**src/rtl/cube_class_unit.sv**
```systemverilog
module cube_class_unit (
  input  logic       clk,
  input  logic       rst_n,
  input  logic       req_valid,
  output logic       req_ready,
  input  logic [7:0] req_table,
  output logic       done,
  output logic [3:0] res_class,
  output logic       res_compl,
  output logic [2:0] res_gates
);

  localparam logic [2:0] LAST_PERM = 3'd5;
  localparam logic [2:0] LAST_MASK = 3'd7;
  localparam logic [3:0] CODE_ZERO = 4'd0;
  localparam logic [3:0] CODE_ONE  = 4'd15;
  localparam logic [3:0] CODE_BAD  = 4'd14;

  logic       busy;
  logic [7:0] work;
  logic [7:0] best;
  logic [2:0] perm_q;
  logic [2:0] mask_q;
  logic       compl_q;
  logic [3:0] pop;
  logic       fold;
  logic [7:0] cand;
  logic [7:0] cand_min;
  logic       last;
  logic [3:0] cls_n;

  function automatic logic [7:0] apply_sym(input logic [7:0] t,
                                           input logic [2:0] p,
                                           input logic [2:0] m);
    logic [7:0] r;
    logic [2:0] v;
    logic [2:0] s;
    r = '0;
    for (int j = 0; j < 8; j++) begin
      v = 3'(j);
      case (p)
        3'd0:    s = {v[2], v[1], v[0]};
        3'd1:    s = {v[2], v[0], v[1]};
        3'd2:    s = {v[1], v[2], v[0]};
        3'd3:    s = {v[1], v[0], v[2]};
        3'd4:    s = {v[0], v[2], v[1]};
        default: s = {v[0], v[1], v[2]};
      endcase
      r[j] = t[s ^ m];
    end
    return r;
  endfunction

  function automatic logic [3:0] class_of(input logic [7:0] c);
    case (c)
      8'h00:   return CODE_ZERO;
      8'hFF:   return CODE_ONE;
      8'h01:   return 4'd1;
      8'h03:   return 4'd2;
      8'h06:   return 4'd3;
      8'h18:   return 4'd4;
      8'h07:   return 4'd5;
      8'h19:   return 4'd6;
      8'h16:   return 4'd7;
      8'h0F:   return 4'd8;
      8'h17:   return 4'd9;
      8'h3C:   return 4'd10;
      8'h1E:   return 4'd11;
      8'h1B:   return 4'd12;
      8'h69:   return 4'd13;
      default: return CODE_BAD;
    endcase
  endfunction

  function automatic logic [2:0] gates_of(input logic [3:0] k);
    case (k)
      4'd1, 4'd5:                 return 3'd2;
      4'd2, 4'd9:                 return 3'd1;
      4'd3, 4'd10, 4'd12, 4'd13:  return 3'd3;
      4'd4, 4'd11:                return 3'd5;
      4'd6, 4'd7:                 return 3'd4;
      default:                    return 3'd0;
    endcase
  endfunction

  assign req_ready = !busy;
  assign pop       = 4'($countones(req_table));
  assign fold      = (pop >= 4'd5) && (pop <= 4'd7);
  assign cand      = apply_sym(work, perm_q, mask_q);
  assign cand_min  = (cand < best) ? cand : best;
  assign last      = (perm_q == LAST_PERM) && (mask_q == LAST_MASK);
  assign cls_n     = class_of(cand_min);

  always_ff @(posedge clk) begin
    if (!rst_n) begin
      busy      <= 1'b0;
      work      <= '0;
      best      <= '1;
      perm_q    <= '0;
      mask_q    <= '0;
      compl_q   <= 1'b0;
      done      <= 1'b0;
      res_class <= CODE_ZERO;
      res_compl <= 1'b0;
      res_gates <= '0;
    end else begin
      done <= 1'b0;
      if (!busy) begin
        if (req_valid) begin
          busy    <= 1'b1;
          work    <= fold ? ~req_table : req_table;
          compl_q <= fold;
          best    <= '1;
          perm_q  <= '0;
          mask_q  <= '0;
        end
      end else begin
        best <= cand_min;
        if (mask_q == LAST_MASK) begin
          mask_q <= '0;
          perm_q <= perm_q + 3'd1;
        end else begin
          mask_q <= mask_q + 3'd1;
        end
        if (last) begin
          busy      <= 1'b0;
          done      <= 1'b1;
          res_class <= cls_n;
          res_compl <= compl_q;
          res_gates <= gates_of(cls_n);
        end
      end
    end
  end

endmodule

```
**config.mk**
```make
export PLATFORM = sky130hd
export DESIGN_NAME = cube_class_unit
export DESIGN_NICKNAME = d
export VERILOG_FILES = /design/src/rtl/cube_class_unit.sv
export SDC_FILE = /design/constraint.sdc
export NUM_CORES = 1
export LEC_CHECK = 0
export ABC_CLOCK_PERIOD_IN_PS = 5100
export BUFFER_PORTS_ARGS = -buffer_cell sky130_fd_sc_hd__buf_2
export CAP_MARGIN = 25
export CORE_ASPECT_RATIO = 1.2
export CORE_UTILIZATION = 45
export DETAILED_ROUTE_END_ITERATION = 7
export PLACE_DENSITY = 0.65
export REMOVE_ABC_BUFFERS = 1
export SLEW_MARGIN = 15
export SYNTH_ARGS = -nofsm -noshare
export SYNTH_HDL_FRONTEND = slang
export SYNTH_SLANG_ARGS = --single-unit
export TNS_END_PERCENT = 50
```
**constraint.sdc**
```tcl
create_clock -name clk -period 5.1 [get_ports clk]
set_input_delay 0.51 -clock clk [delete_from_list [all_inputs] [get_ports clk]]
set_output_delay 0.51 -clock clk [all_outputs]
set_load 0.01 [all_outputs]
```
# Yosys cells after proc, flatten, opt, wreduce, memory -nomap -nowiden
# Memories as Yosys holds them, arrays and structs flattened. A register that Yosys moved wholly into a read port is not among the register bits.
# Index checks and enable logic that the tools add are counted.
dict set report op_classes {
  addsub 9
  multipliers 0
  n_div 0
  order_cmp 11
  n_eq_ne 21
  shifts 0
  muxes 36
  n_bitwise 9
  reduce_logical 17
}
# cell n
set op_table {}
lappend op_table {{$pmux W4 S15} 1}
lappend op_table {{$eq A8 B5 Y1 const B} 6}
lappend op_table {{$pmux W3 S2} 6}
lappend op_table {{$lt A3 B4 Y1 const B} 8}
lappend op_table {{$mux W8} 4}
lappend op_table {{$bmux W1 S3} 8}
lappend op_table {{$xor A3 B3 Y3} 6}
lappend op_table {{$eq A8 B3 Y1 const B} 2}
lappend op_table {{$mux W3} 5}
lappend op_table {{$mux W1} 12}
lappend op_table {{$reduce_or A2 Y1} 6}
lappend op_table {{$eq A3 B3 Y1 const B} 3}
lappend op_table {{$add A1 B1 Y2} 4}
lappend op_table {{$eq A8 B1 Y1 const B} 1}
lappend op_table {{$eq A8 B2 Y1 const B} 1}
lappend op_table {{$eq A8 B4 Y1 const B} 1}
lappend op_table {{$eq A8 B6 Y1 const B} 1}
lappend op_table {{$eq A8 B7 Y1 const B} 1}
lappend op_table {{$eq A8 B8 Y1 const B} 1}
lappend op_table {{$logic_not A8 Y1} 1}
lappend op_table {{$lt A8 B8 Y1} 1}
lappend op_table {{$not A8 Y8} 1}
lappend op_table {{$reduce_and A2 Y1} 4}
lappend op_table {{$add A2 B2 Y3} 2}
lappend op_table {{other kinds (13)} 17}
dict set report word_totals {
  reg_bits 30
  latch_bits 0
  ram_bits 0
  mem_bits_ro 48
  input_bits 11
  wordCells 113
  memories 1
}
# name words width rd rd_ports_with_merged_regs wr line
set memory_table {}
lappend memory_table {{(name not given)} 16 3 1 1 0 76} ;# case (k)

# Depth between registers and ports, before layout
# Gate-level depths: netlist of the first run.
dict set report depth {
  ltp_word 10
  depth_mapped 23
  depth_no_buf 20
}

# Worst setup path before layout of the first run
# No wires, ideal clock.
dict set report synth_path {
  path_type {register to register}
  startpoint {reg perm_q[1]}
  endpoint {reg res_gates[0]}
  setup_ns 0.120
  arrival_ns 4.552
  path_slack_ns 0.428
  stages_incl_launch_ff 22
  n_path_buf 3
  period_less_slack_ns 4.672
  path_cell_list {dfxtp_1 -> inv_1 -> ha_1 -> buf_4 -> o21bai_4 -> nor3_1 -> xnor2_1 -> mux4_2 -> nor2_1 -> nor2_1 -> ha_1 -> nand2_1 -> o21ai_0 -> nand2b_1 -> o22a_1 -> buf_2 -> buf_2 -> o31ai_1 -> a21oi_1 -> o221ai_1 -> a31o_1 -> a211o_1}
}
dict set report synth_between {
  elab_chain_cells 10
  elab_cells_between_ends 56
}
# item line
set synth_rtl {}
lappend synth_rtl {{start, declared} 22} ;# logic [2:0] perm_q;
lappend synth_rtl {{start signal, assigned} 121} ;# perm_q <= perm_q + 3'd1;
lappend synth_rtl {{$eq A3 B2 Y1, or another cell as far along} 41} ;# case (p)
lappend synth_rtl {{$reduce_or A2 Y1 (no line)} --}
lappend synth_rtl {{$pmux W3 S2} 41}
lappend synth_rtl {{$xor A3 B3 Y3} 49} ;# r[j] = t[s ^ m];
lappend synth_rtl {{$bmux W1 S3} 49}
lappend synth_rtl {{$mux W1 (not written as such)} 49}
lappend synth_rtl {{$lt A8 B8 Y1} 90} ;# assign cand_min = (cand < best) ? cand : best;
lappend synth_rtl {{$mux W8} 90}
lappend synth_rtl {{$eq A8 B7 Y1, or another cell as far along} 55} ;# case (c)
lappend synth_rtl {{$pmux W4 S15} 55}
lappend synth_rtl {{end, declared} 10} ;# output logic [2:0] res_gates
# Several ways; a longest one is shown, not always the timed one. The select of a mux whose other input is x is not followed.
# A chain may end at the register's enable or synchronous reset.

# Worst setup path after layout of the first run
dict set report layout_path {
  startpoint {reg perm_q[2]}
  endpoint {reg res_gates[0]}
}
# Same word-level chain as after synthesis.

==> results of run 1 <==
==> metal layers <==
metal | up-vias | routed length, um | track usage
met5 | - | 0 | 0
met4 | 0 | 191 | 0.08379
met3 | 21 | 368 | 0.04225
met2 | 103 | 4715 | 0.4186
met1 | 1591 | 3946 | 0.2896
li1 | 1569 | - | -
==> worst max-delay path, stage by stage (launching register included) <==
cell and delay (ps):
dfxtp_2 480, inv_1 110, ha_1 250, nor3_1 250
xnor2_1 210, mux4_2 530, nor2_1 200, nor2_1 140
ha_1 310, nand2_1 70, o21ai_0 100, nand2b_1 200
o22a_2 270, buf_4 210, nand4_1 120, o41ai_2 90
a21boi_2 180, o21ai_2 190, o221ai_1 230, a31o_1 280
a211o_1 250
==> registers in the layout, summed over array words and instances, names as in the netlist <==
signal	flops
compl_q	1
busy	1
work	8
res_class	4
mask_q	3
res_compl	1
perm_q	3
res_gates	3
best	8
done	1
==> where the power goes <==
group / switching, mW / internal [mW] / total (mW) / leakage (nW)
Combinational: 0.202 / 0.160 / 0.362 / 1.34
Clock: 0.100 / 0.0946 / 0.195 / 0.0450
Sequential: 0.0437 / 0.274 / 0.318 / 0.272
Total: 0.346 / 0.528 / 0.874 / 1.65
==> area by class of cell <==
class	count	area, um2
multi-input cells	324	2592
fillers	687	3450
clock inverters	2	10.01
repair buffers	41	257.7
inverters	30	115.1
clock buffers	6	72.57
flip-flops and latches	33	664.4
well taps	90	112.6
==> logic make-up after synthesis <==
group	after synthesis	synth area share
muxes	29	0.1263
and+or+nand+nor	141	0.2070
buffers and inverters	56	0.06938
DFF	33	0.1938
xor gates and xnor gates	19	0.05654
adders and majority gates	21	0.08590
AOI/OAI and AO/OA	114	0.2610
==> worst max path at each step <==
stage                          from      endpoint  depth (start not counted)
after floorplan           perm_q[2]  res_gates[0]                         18
after global placement    perm_q[1]  res_gates[0]                         20
after detailed placement  perm_q[1]  res_gates[0]                         20
after CTS                 perm_q[1]  res_gates[0]                         21
after global routing      perm_q[2]  res_gates[0]                         20
final                     perm_q[2]  res_gates[0]                         20
==> cell usage in the layout, fill, tap and decap left out, types with 6 or more instances in the layout <==
cell type	n
dfxtp_1	30
nand4_1	10
o211a_1	8
nand2_1	45
nor2_1	24
buf_4	21
mux2i_1	16
nor2b_1	11
a21oi_1	18
mux4_2	9
buf_2	20
xnor2_1	14
nor3_1	6
inv_1	26
and3_1	7
o22ai_1	11
o21ai_0	12
nand3_1	13
ha_1	14
==> metrics by stage <==
step / hold slack, ps / util / instances
finish: 467.7 / 0.5258 / 526
global route: 505.3 / 0.5258 / 526
CTS: 469.8 / 0.5107 / 521
detailed placement: 459.3 / 0.4966 / 512
global placement: 449.9 / 0.4966 / 512
floorplan: 440.2 / - / 387
==> what timing repair did <==
action | CTS | global route
setup buffers | 1 | 4
setup endpoints to repair | 5 | 7
resized for setup | 3 | 15
pin swaps | 1 | 5
==> summary.md, run 1 <==
| Metric | Value |
|---|---|
| Ys flop type | `dfxtp_1` |
| Mapped Cells | `413` |
| CTS tree | `built` |
| GRT Total Usage | `0.2411` |
| Clock root buffer | `clkbuf_8` |
| Critical path arrival | `4990 ps` |
| FMAX | `208.2 MHz` |
| Period minus WS final | `4804 ps` |
| Total negative slack | `0 ps` |
| RePlAce Congestion | `0.9068` |
| Pre-CTS WS | `-87.71 ps` |
| Initial Util | `0.4685` |
| Post-DP HPWL | `6892 um` |
| Tcrit/Tclk final | `0.9420` |
| Post-synth EDFFs | `0` |
| CP endpoint kind | `flop` |
| Clock Skew | `11.10 ps` |
| Core area | `7274 um2` |
| Maximum fanout along the worst path | `15` |
| GRT overflow | `0` |
| DR vias/cell | `6.243` |
| Die Footprint | `7927 um2` |
| Hold endpoint | `res_gates[2]` |
| Horiz. Die Dim | `81.45 um` |
| IO Pins | `21` |
| Min-delay src | `res_gates[2]` |
| Post-place instance area | `3612 um2` |
| Tightest Pin Transition | `705.9 ps` |
| CTS H-tree lvls | `2` |
| Lkg Pwr | `1.653 nW` |
| Post-synthesis register bit count | `33` |
| Share of layout cells above drive strength 1 | `0.2294` |
| CP Data Required Time | `5280 ps` |
| Count leader, synth | `nand2_1` |
| RSZ-0062 raised after global routing | `false` |
| Slew Limit Fails | `0` |
| Vias in the first global route | `3206` |
| # hold bufs at CTS | `0` |
| R2r setup slk | `300 ps` |
| Vias after detailed routing | `3284` |
| Starting DRT DRC Count | `160` |
| Critical R2R Launch | `perm_q[2]` |
| Mean area per synthesized cell | `8.252 um2` |
| Pin count of the biggest net entering global routing | `34` |
| Routed wire length per instance | `17.53 um` |
| Area Overhead vs Synth | `12.22%` |
| Clk_lat worst skew | `290 ps` |
| Worst hold path class | `flop to flop` |
| Pwr dens | `228.6 nW/um2` |
| Setup violation total in the final timing report | `0` |
| Unique masters post-synth | `74` |
| Clk buf depth | `2` |
| Row cnt | `34` |
| Total routed wirelength | `9221 um` |
| Nets | `467` |
| Worst setup margin | `296.0 ps` |
| Sequential area share after synthesis | `0.1938` |
| Crit Path Class | `flop to flop` |
| Synth top area share | `0.1938` |
| Clk sinks | `33` |
| FFs w/ async S/R, synth | `0` |
| Capture point of the worst reg-to-reg path | `res_gates[0]` |
| Initial antenna violation count | `0` |
| Routed Antenna Nets | `0` |
| Slew HR | `0.5294` |
| Top cells by area, synth | `dfxtp_1 19%, ha_1 6.2%, mux4_2 5.9%` |
| Clock transition at path regs | `70 ps` |
| Residual DRC | `0` |
| Status | `complete, no violations` |
| Inserted Clock Buffers | `5` |
| ANT cells | `0` |
| Synth Cell Area | `3408 um2` |
| First-pass iteration count of the detailed router | `4` |
| Total power | `0.8744 mW` |
| Maximum vdd ir drop | `0.1499 mV` |
| Global-route wire length before repair | `15040 um` |
| Yosys top cell by area | `dfxtp_1` |
| Worst Hold Depth | `2` |
| Die Ht | `97.34 um` |
| Crit start category | `flop` |
| Commonest cells post-synth | `45 x nand2_1, 33 x dfxtp_1, 27 x inv_1, 24 x nor2_1, 19 x a21oi_1` |
| Final Cell Area | `3825 um2` |
| Cell depth of the worst flop-to-flop path | `20` |
| Warnings from Yosys | `0` |
| Final Hold Fails | `0` |
| # port buffers | `20` |
| Max-Cap Viols | `0` |
No activity file was read; power rests on OpenSTA's default activity.
==> run 2, diff against run 1 <==
- CTS_CLUSTER_SIZE: not set -> 12
- PLACE_DENSITY: 0.65 -> 0.7
==> summary.md, run 2 (synthesized netlist as in run 1, its figures left out) <==
| Metric | Value |
|---|---|
| ANT cells | `0` |
| Horiz. Die Dim | `81.45 um` |
| Commonest non-fill, non-tap cell in the layout | `nand2_1` |
| Area Overhead vs Synth | `10.61%` |
| CTS tree | `built` |
| Share of layout cells above drive strength 1 | `0.2060` |
| Filler cells | `697` |
| Row cnt | `34` |
| Capture point of the worst reg-to-reg path | `res_gates[0]` |
| Routed Antenna Nets | `0` |
| Initial Util | `0.4685` |
| Nets | `463` |
| # port buffers | `20` |
| Vias after detailed routing | `3287` |
| Total power | `0.9357 mW` |
| Crit start category | `flop` |
| Clk_lat worst skew | `290 ps` |
| Vias in the first global route | `3092` |
| Die Footprint | `7927 um2` |
| DR vias/cell | `6.297` |
| Finished Layout Cells | `522` |
| Critical R2R Launch | `perm_q[1]` |
| Worst Hold Depth | `2` |
| R2r setup slk | `240 ps` |
| Clock Skew | `13.16 ps` |
| Routed wire length per instance | `16.95 um` |
| Min-delay src | `res_gates[2]` |
| CP Data Required Time | `5280 ps` |
| Met3 Use GR | `0.03286` |
| Clk sinks | `33` |
| Busiest grt layer | `met2` |
| Pin count of the biggest net entering global routing | `34` |
| Biggest regs | `best (8), work (8), res_class (4)` |
| Slew Limit Fails | `0` |
| Core area | `7274 um2` |
| Crit-path max cell delay | `420 ps` |
| Crit-path slowest cell | `or3b_4` |
| First-pass iteration count of the detailed router | `5` |
| Tcrit/Tclk final | `0.9520` |
| GRT overflow | `0` |
| Setup violation total in the final timing report | `0` |
| Pre-CTS WS | `171.0 ps` |
| Met2 Use GR | `0.3821` |
| IO Pins | `21` |
| FMAX | `206.0 MHz` |
| Final core occ | `0.5182` |
| Lkg Pwr | `1.618 nW` |
| CTS H-tree lvls | `2` |
| Critical path arrival | `5040 ps` |
| Initial antenna violation count | `0` |
| Final Hold Fails | `0` |
| Post-DP HPWL | `6580 um` |
| Slew HR | `0.4410` |
| Crit Path Class | `flop to flop` |
| Pwr dens | `248.2 nW/um2` |
| CP cell instances | `inv_1 -> ha_2 -> or3b_4 -> a221oi_4 -> mux2i_1 -> a22oi_1 -> nand2_1 -> inv_2 -> ha_1 -> a21oi_1 -> o21ai_0 -> nand2b_1 -> o22ai_1 -> buf_4 -> nor4b_1 -> a31oi_2 -> o311ai_1 -> a32oi_2 -> nand3b_2 -> a31o_1 -> a211o_1` |
| Hold Slack | `467.5 ps` |
| RePlAce Congestion | `0.9561` |
| Worst setup margin | `244.7 ps` |
| GRT Total Usage | `0.2319` |
| Maximum fanout along the worst path | `9` |
| Worst hold path class | `flop to flop` |
| Dpl cells | `512` |
| Period minus WS final | `4855 ps` |
| CP endpoint kind | `flop` |
| Max-Cap Viols | `0` |
| Hold endpoint | `res_gates[2]` |
| Clock transition at path regs | `70 ps` |
| Clk buf depth | `2` |
| Residual DRC | `0` |
| GR Layer Usage met1 | `0.2969` |
| Starting DRT DRC Count | `265` |
| Inserted Clock Buffers | `5` |
| Global-route wire length before repair | `14500 um` |
| Cell depth of the worst flop-to-flop path | `21` |
| Die Ht | `97.34 um` |
| Most frequent cells in the layout | `45 x nand2_1, 32 x dfxtp_1, 27 x inv_1` |
| Tightest Pin Transition | `838.6 ps` |
| # hold bufs at CTS | `0` |
| Maximum vdd ir drop | `0.1759 mV` |
| Total routed wirelength | `8848 um` |
| Status | `complete, no violations` |
| Clock root buffer | `clkbuf_8` |
run 2: cell types whose count changed in the layout (fill, tap and decap cells not counted), sizes merged:
cell,before,now
buf,41,37
clkinv,2,0
bufinv,0,1
clkbuf,6,7
run 2: per-stage QoR:
stage,TNS (ps),area (um2)
floorplan,0,3287
detailed placement,0,3612
global route,-52.84,3770
global placement,0,3612
CTS,0,3729
finish,0,3770
run 2: area by class of cell:
class,instances,area (um2),area share
multi-input cells,324,2536,0.6727
flip-flops and latches,33,661.9,0.1756
repair buffers,37,227.7,0.06040
inverters,30,115.1,0.03053
well taps,90,112.6,0.02987
clock buffers,7,86.33,0.02290
clock inverters,1,30.03,0.007965
run 2: how the worst max path moves through the flow:
stage                        end  startpoint  slack, ps
finish              res_gates[0]   perm_q[1]        240
global route        res_gates[0]   perm_q[1]        -40
CTS                 res_gates[0]   perm_q[1]        170
detailed placement  res_gates[0]   perm_q[1]        170
global placement    res_gates[0]   perm_q[1]        310
floorplan           res_gates[0]   perm_q[2]        140
run 2: critical path, delay by kind of cell, from the launching register on:
kind,cells,cell delay [ps]
mux,1,260
flops,1,370
fa+ha+maj,2,550
buf+inv,3,420
simple gates,5,1070
compound gates,10,2060
run 2: power breakdown:
part	switching, mW	total [mW]	internal [mW]
Clock	0.104	0.264	0.159
Sequential	0.0413	0.315	0.274
Combinational	0.199	0.357	0.157
run 2: repair_timing:
action | in CTS | in global routing
buffers inserted | 0 | 1
setup endpoints to repair | 0 | 7
resized for setup | 0 | 9
run 2: per-layer routing:
layer / wire length (um) / share of wire
met1: 3647 / 0.41
met2: 4335 / 0.49
met3: 519 / 0.059
met4: 345 / 0.039
met5: 0 / 0
